## config.mk

```make
export PLATFORM = sky130hd
export DESIGN_NAME = mixstuff_top
export DESIGN_NICKNAME = d
export VERILOG_FILES = /design/src/rtl/mixstuff_pkg.sv /design/src/rtl/mixstuff_ctrl.sv /design/src/rtl/mixstuff_negate.sv /design/src/rtl/mixstuff_top.sv
export SDC_FILE = /design/constraint.sdc
export NUM_CORES = 1
export LEC_CHECK = 0
export BUFFER_PORTS_ARGS = -buffer_cell sky130_fd_sc_hd__buf_4
export CELL_PAD_IN_SITES_DETAIL_PLACEMENT = 0
export CELL_PAD_IN_SITES_GLOBAL_PLACEMENT = 2
export CORE_MARGIN = 4
export CORE_UTILIZATION = 29
export DETAILED_ROUTE_END_ITERATION = 8
export PLACE_DENSITY = 0.85
export SLEW_MARGIN = 20
export SYNTH_ARGS = -nofsm -noshare
export SYNTH_HDL_FRONTEND = slang
export SYNTH_SLANG_ARGS = --single-unit
export TNS_END_PERCENT = 50
```

## constraint.sdc

```tcl
create_clock -name clk_i -period 1.9 [get_ports clk_i]
set_input_delay 0.38 -clock clk_i [delete_from_list [all_inputs] [get_ports clk_i]]
set_output_delay 0.38 -clock clk_i [all_outputs]
set_load 0.05 [all_outputs]
```

## src/rtl/mixstuff_pkg.sv

```systemverilog
package mixstuff_pkg;
  typedef enum logic {SLOT_DATA = 1'b0, SLOT_STUFF = 1'b1} slot_e;
  typedef struct packed {
    logic stuff;
    logic mix;
  } mode_t;
endpackage

```

## src/rtl/mixstuff_ctrl.sv

```systemverilog
module mixstuff_ctrl
  import mixstuff_pkg::*;
(
  input  logic  clk_i,
  input  logic  rst_ni,
  input  logic  en_i,
  input  mode_t mode_i,
  output slot_e slot_o,
  output mode_t mode_o,
  output logic  inv_o,
  output logic  data_tick_o,
  output logic  stuff_tick_o
);
  slot_e slot_q;
  mode_t mode_q;
  logic  phase_q;

  assign data_tick_o  = en_i && (slot_q == SLOT_DATA);
  assign stuff_tick_o = en_i && (slot_q == SLOT_STUFF) && mode_q.stuff;
  assign inv_o        = mode_i.mix && phase_q;
  assign slot_o       = slot_q;
  assign mode_o       = mode_q;

  always_ff @(posedge clk_i or negedge rst_ni) begin
    if (!rst_ni) begin
      slot_q  <= SLOT_DATA;
      mode_q  <= '0;
      phase_q <= 1'b0;
    end else if (en_i) begin
      slot_q <= (slot_q == SLOT_DATA) ? SLOT_STUFF : SLOT_DATA;
      if (slot_q == SLOT_DATA) begin
        mode_q  <= mode_i;
        // phase restarts at pass whenever mixing is off
        phase_q <= mode_i.mix ? ~phase_q : 1'b0;
      end
    end
  end

  a_r8_mode_hold: assert property (@(posedge clk_i) disable iff (!rst_ni)
    !data_tick_o |=> $stable(mode_q));
  a_r4_phase_clear: assert property (@(posedge clk_i) disable iff (!rst_ni)
    (data_tick_o && !mode_i.mix) |=> !phase_q);
  a_r2_slot_hold: assert property (@(posedge clk_i) disable iff (!rst_ni)
    !en_i |=> ($stable(slot_q) && $stable(phase_q)));
endmodule

```

## src/rtl/mixstuff_negate.sv

```systemverilog
module mixstuff_negate #(
  parameter int DW = 14
) (
  input  logic [DW-1:0] x_i,
  input  logic          inv_i,
  output logic [DW-1:0] y_o
);
  localparam logic [DW:0] FULL = (DW+1)'(1) << DW;
  logic [DW:0] diff;

  always_comb begin
    diff = FULL - {1'b0, x_i};
    if (!inv_i)       y_o = x_i;
    else if (diff[DW]) y_o = '1;  // bottom code saturates to top
    else              y_o = diff[DW-1:0];
  end
endmodule

```

## src/rtl/mixstuff_top.sv

```systemverilog
module mixstuff_top
  import mixstuff_pkg::*;
#(
  parameter int DW = 14
) (
  input  logic          clk_i,
  input  logic          rst_ni,
  input  logic          en_i,
  input  logic [DW-1:0] din_i,
  input  logic          mix_i,
  input  logic          stuff_i,
  output logic [DW-1:0] dout_o,
  output logic          dvld_o
);
  localparam logic [DW-1:0] MID  = DW'(1) << (DW-1);
  localparam logic [DW:0]   FULL = (DW+1)'(1) << DW;

  mode_t       mode_in;
  slot_e       slot;
  mode_t       mode_cur;
  logic        inv, data_tick, stuff_tick;
  logic [DW-1:0] mixed;

  assign mode_in = '{stuff: stuff_i, mix: mix_i};

  mixstuff_ctrl u_ctrl (
    .clk_i       (clk_i),
    .rst_ni      (rst_ni),
    .en_i        (en_i),
    .mode_i      (mode_in),
    .slot_o      (slot),
    .mode_o      (mode_cur),
    .inv_o       (inv),
    .data_tick_o (data_tick),
    .stuff_tick_o(stuff_tick)
  );

  mixstuff_negate #(.DW(DW)) u_neg (
    .x_i  (din_i),
    .inv_i(inv),
    .y_o  (mixed)
  );

  always_ff @(posedge clk_i or negedge rst_ni) begin
    if (!rst_ni) begin
      dout_o <= MID;
      dvld_o <= 1'b0;
    end else begin
      dvld_o <= data_tick || stuff_tick;
      if (data_tick)       dout_o <= mixed;
      else if (stuff_tick) dout_o <= MID;
    end
  end

  a_r6_stuff_mid: assert property (@(posedge clk_i) disable iff (!rst_ni)
    (en_i && slot == SLOT_STUFF && mode_cur.stuff) |=> (dvld_o && dout_o == MID));
  a_r3_pass: assert property (@(posedge clk_i) disable iff (!rst_ni)
    (en_i && slot == SLOT_DATA && !mix_i) |=> (dvld_o && dout_o == $past(din_i)));
  a_r5_negate: assert property (@(posedge clk_i) disable iff (!rst_ni)
    (data_tick && inv) |=> ((dout_o == '1 && $past(din_i) == '0) ||
                            ({1'b0, dout_o} + {1'b0, $past(din_i)} == FULL)));
  a_r2_no_valid: assert property (@(posedge clk_i) disable iff (!rst_ni)
    !en_i |=> (!dvld_o && $stable(dout_o)));
endmodule

```

Yosys cells after proc, flatten, opt, wreduce, memory -nomap -nowiden:

Index checks and enable logic that the tools add are counted.

* add/subtract/negate cells: 1
* multiply operators: 0
* divide/modulo/power cells: 0
* order comparisons: 0
* equality and inequality tests: 0
* shifts and indexed selects: 0
* multiplexer cells: 6
* bitwise operators: 2
* reductions and logical operators: 7

Operators by type and width (number)
* two-way mux 14 bit: 4
* subtractor 15 x 14 -> 15 bit (first input constant): 1
* logical AND 1 bit: 4
* two-way mux 1 bit: 2
* NOT 1 bit: 2
* AND reduction 2 bit: 1
* nonzero test 2 bit: 1
* logical OR 1 bit: 1

* bits in registers: 18
* latch bits: 0
* RAM bits: 0
* bits in read-only memories: 0
* output and inout port bits: 15
* logic and storage cells: 21
* memories kept: 0

Logic depth before layout (Yosys ltp):

* depth after elaboration: 4
* mapped depth: 7
* mapped depth without buffers: 6

By module:

From an unflattened synthesis, not the netlist that was laid out.

* cell total of the unflattened synthesis: 109
* area total of the unflattened synthesis: 1161.1 um2

Modules (own cells, without submodules)
* mixstuff_top: instances 1, cells each 36, area an instance 563.0 um2, seq. area each 376.6 um2
* mixstuff_negate: instances 1, cells each 61, area an instance 421.7 um2, seq. area each 0.0 um2
* mixstuff_ctrl: instances 1, cells each 12, area an instance 176.4 um2, seq. area each 100.1 um2

Worst setup path after synthesis:

Ideal clock, no wire load.

* path kind: in2reg
* from: input port din_i[0]
* to: register dout_o[11]
* setup time: 131 ps
* arrival time: 1495 ps
* data required time: 1769 ps
* path slack: 274 ps
* stages: 7
* buffers on the path: 1
* cell sequence: inv_1 ha_1 nor4b_4 and4_1 buf_4 a22o_1 or3_1

* cells in the longest elaborated chain, start to end: 4

Ends and longest elaborated chain
* start: declaration: RTL line mixstuff_top.sv:9 `input logic [DW-1:0] din_i,`
* subtractor 15 x 14 -> 15 bit: RTL line mixstuff_negate.sv:12 `diff = FULL - {1'b0, x_i};`
* two-way mux 14 bit: RTL line mixstuff_negate.sv:14 `else if (diff[DW]) y_o = '1;`
* two-way mux 14 bit: RTL line mixstuff_negate.sv:13 `if (!inv_i) y_o = x_i;`
* two-way mux 14 bit: RTL line mixstuff_top.sv:50 `if (data_tick) dout_o <= mixed;`
* end signal: assignment: RTL line mixstuff_top.sv:50
* end: declaration: RTL line mixstuff_top.sv:12 `output logic [DW-1:0] dout_o,`

No other way between the ends.
A chain may end at the register's enable or synchronous reset.

Worst setup path in the final report:

* from: register u_ctrl.phase_q
* to: register dout_o[11]

* cells in the longest elaborated chain, start to end: 3

Ends and longest elaborated chain
* start: declaration: RTL line mixstuff_ctrl.sv:16 `logic phase_q;`
* start signal: assignment: RTL line mixstuff_ctrl.sv:34 `phase_q <= mode_i.mix ? ~phase_q : 1'b0;`
* logical AND 1 bit: RTL line mixstuff_ctrl.sv:20 `assign inv_o = mode_i.mix && phase_q;`
* two-way mux 14 bit: RTL line mixstuff_negate.sv:13
* two-way mux 14 bit: RTL line mixstuff_top.sv:50

No other way between the ends.

==> implementation parameters <==
Parameter                              Value

Final layout
  Commonest non-fill, non-tap cells in the layout ... buf_4 (39), nand2_1 (20), dfrtp_1 (17), nor2_1 (7), o21ai_1 (6)
  Core occupancy in the finished layout ... 41.1%
  N_diodes ... 0
  Commonest non-fill, non-tap cell in the layout ... buf_4
  Proportion of layout cells with a drive suffix above 1 ... ~31%
  Cell area after layout ... 0.00153 sq mm
  NumNets Final ... about 180
  Layout-stage area growth over the synthesis result ... 34.2%

Synth
  Synth Cell Area ... 0.00114 sq mm
  Net count after synthesis ... roughly 150
  Avg Synthesized Cell Area ... slightly above 9 sq um
  Most common flop cell mapped by yosys ... dfrtp_1
  Count of state elements after synthesis ... 18
  Count of flip-flops with a built-in enable after synthesis ... 0
  Share of synthesized area occupied by flip-flops and latches ... around 40%
  Number of warnings reported in the yosys synthesis log ... 0
  Number of distinct library cell variants in the gate-level netlist after synthesis ... 48
  Fraction of registers with async set/reset ... 100%
  Mapped Cells ... approximately 130

Run status
  Run status ... finished clean

Die
  Die area ... roughly 0.0050 sq mm
  # rows ... 22
  Initial Utilization ... slightly above 30%
  Die Ht ... roughly 71 um
  DIE WIDTH ... ~71 um
  I/O pin count ... 34
  Placeable core region ... 0.00372 sq mm

Clocking
  H-tree lvl count ... 1
  Max Buffers Root-to-Sink ... 2
  Number of buffers inserted for hold repair after clock tree synthesis ... 1
  Clock-pin slew on the worst setup and hold paths ... 0.07 ns
  Clock latency on the worst-skew pair ... ~0.25 ns
  Clock tree root driver cell ... clkbuf_8
  Post-CTS setup buffer count ... 0
  Cts bufs inserted ... 3
  Number of resized instances in the post-cts repair step ... 0
  Clock tree from TritonCTS ... yes
  Number of sinks driven by the clock tree ... 18

Run
  Reported max-cap violation count ... 0

Placed design
  Pre-CTS setup slack ... between 0.1 and 0.15 ns
  Half-perimeter wire length after detailed placement ... around 2.4 mm
  RD Place Congestion ... 0.775
  Cell area reported after detailed placement ... about 0.0015 sq mm
  Count of input and output buffers ... 33

Critical path
  Largest fanout on the critical path ... 7
  Critical path class ... flop to flop
  Worst path max stage delay ... roughly 0.45 ns
  Cell with the largest stage delay on the worst path ... dfrtp_1
  Data required time at the worst endpoint ... 2.03 ns
  Worst path buffer plus inverter count ... 1
  Cell-by-cell trace of the critical path ... nor4bb_1 > and4_1 > buf_4 > a22o_1 > or3_1
  Kind of cell adding the most delay to the critical path ... simple AND/OR/NAND/NOR gates
  Worst Setup End Kind ... flop
  Kind of launch point of the worst setup path ... flop
  Critical path arrival ... 1.70 ns

Detailed routing
  Post-detailed-routing wire length ... roughly 3.1 mm
  Avg Vias per Cell ... 5.06
  Number of design-rule violations left by the first detailed-router iteration ... 60
  Post-route DRC ... 0
  Average routed wire per standard cell ... about 15 um
  Antenna-violating nets left ... 0
  Count of TritonRoute iterations in the first routing pass ... 4
  Count of vias placed by the detailed router ... ~1100

Timing
  RSZ-0062 raised after global routing ... no
  Maximum clock skew at final layout ... ~0.0011 ns
  Accumulated negative setup slack ... 0 ns
  Fin crit share ... ~83%
  Highest attainable clock frequency ... between 600 and 700 MHz
  Hold Fails Final Rpt ... 0
  Total of endpoints with negative setup slack in the final report ... 0
  Min Hold Slack ... around 0.32 ns
  Period minus WS final ... 1.57 ns
  Setup ws final ... ~0.33 ns
  Worst-Margin Slew ... approximately 0.49 ns
  Worst slew margin relative to its limit ... between 60% and 70%
  Number of pins exceeding their max-slew limit in the final report ... 0

Global routing
  Global-route usage over all layers ... between 10 and 15%
  Pin count of the biggest net entering global routing ... 19
  Global-route wire length before repair ... 5.26 mm
  Number of antenna violations at the first check in global routing ... 0
  Gr ovfl total ... 0
  Via count of the first global-routing pass ... ~1100

Power and ir drop
  Standby leakage power ... about 0.00071 uW
  Internal Power ... 1180 uW
  Reported net switching power ... approximately 1100 uW
  Total power divided by cell area ... approximately 1500 mW/mm^2
  Switching part of the total power ... between 40 and 50%
  Peak VDD IR ... approximately 0.42 mV
  Clock share of power ... roughly 14%
  Seq pwr share ... between 20% and 30%
  Fraction of power consumed by combinational cells ... roughly 57%

Min path
  HP Class ... input pin to flop
[registers in the layout (all words and copies together) (netlist names)]
signal	cells
dout_o	14
dvld_o	1
u_ctrl.mode_o	1
u_ctrl.phase_q	1
u_ctrl.slot_o	1
[area by class of cell]
class | count | area (sq um)
flip-flops and latches | 18 | 452
fillers | 385 | 2190
clock buffers | 4 | 55.1
repair buffers | 40 | 303
multi-input cells | 96 | 638
inverters | 5 | 18.8
well taps | 48 | 60.1
[final timing paths]
kind / start / endpoint / slack, ns / cells past startpoint
max in group asynchronous: rst_ni / dout_o[13] / 1.10 / 2
min in group asynchronous: rst_ni / dout_o[6] / 0.53 / 2
setup / recovery: u_ctrl.phase_q / dout_o[11] / 0.33 / 5
hold reg to reg: dout_o[0] / dout_o[0] / 0.47 / 2
hold / removal: stuff_i / u_ctrl.mode_o[1] / 0.32 / 3
setup reg to reg: u_ctrl.phase_q / dout_o[11] / 0.33 / 5
[power by group through the flow]
stage | Combinational [uW] | Clock [uW] | Sequential [uW]
after floorplan | 389 | 0 | 1170
after global placement | 1290 | 0 | 677
after detailed placement | 1300 | 0 | 688
after CTS | 1300 | 327 | 680
after global routing | 1380 | 344 | 706
final | 1290 | 314 | 678
[synth_stat cells (2+ instances only)]
cell type	instances	area (sq um)
a211o_1	2	17.5
a211oi_1	2	15.0
a21oi_1	4	20.0
a221o_1	2	20.0
a22o_1	2	17.5
a41oi_1	2	17.5
and4_1	2	17.5
buf_2	2	10.0
clkbuf_1	3	11.3
dfrtp_1	17	425
inv_1	5	18.8
nand2_1	20	75.1
nand2b_1	4	25.0
nand4_1	2	12.5
nor2_1	7	26.3
nor3_1	3	15.0
nor3_2	2	20.0
o211ai_1	2	15.0
o21ai_0	3	15.0
o21ai_1	6	30.0
or3_1	2	12.5
or4_1	2	15.0
xnor2_1	3	26.3
xor2_1	2	17.5
[tightest hold or removal path, stage by stage]
cell     delay (ns)
buf_4          0.07
nand2_1        0.04
nand2_1        0.05
[through the flow]
stage               std cells  power (uW)
floorplan                 125        1560
global placement          206        1970
detailed placement        206        1990
CTS                       211        2310
global route              211        2430
finish                    211        2290
[metal layers]
metal | routed length (um) | track usage (%)
met1 | 1490 | 17.4
met2 | 1540 | 20.9
met3 | 81 | 2.13
met4 | 18 | 4.80
met5 | 0 | 0
[cell families (layout without fill, tap and decap cells)]
group	count (synthesis)	in the layout	synth area share (%)
AOI/OAI and AO/OA	33	33	21.1
xor gates and xnor gates	5	5	3.85
adders and majority gates	1	1	1.10
buffers and inverters	11	49	4.18
DFF	18	18	39.7
muxes	1	1	0.880
and+or+nand+nor	56	56	29.2
No activity file was read; power rests on OpenSTA's default activity.
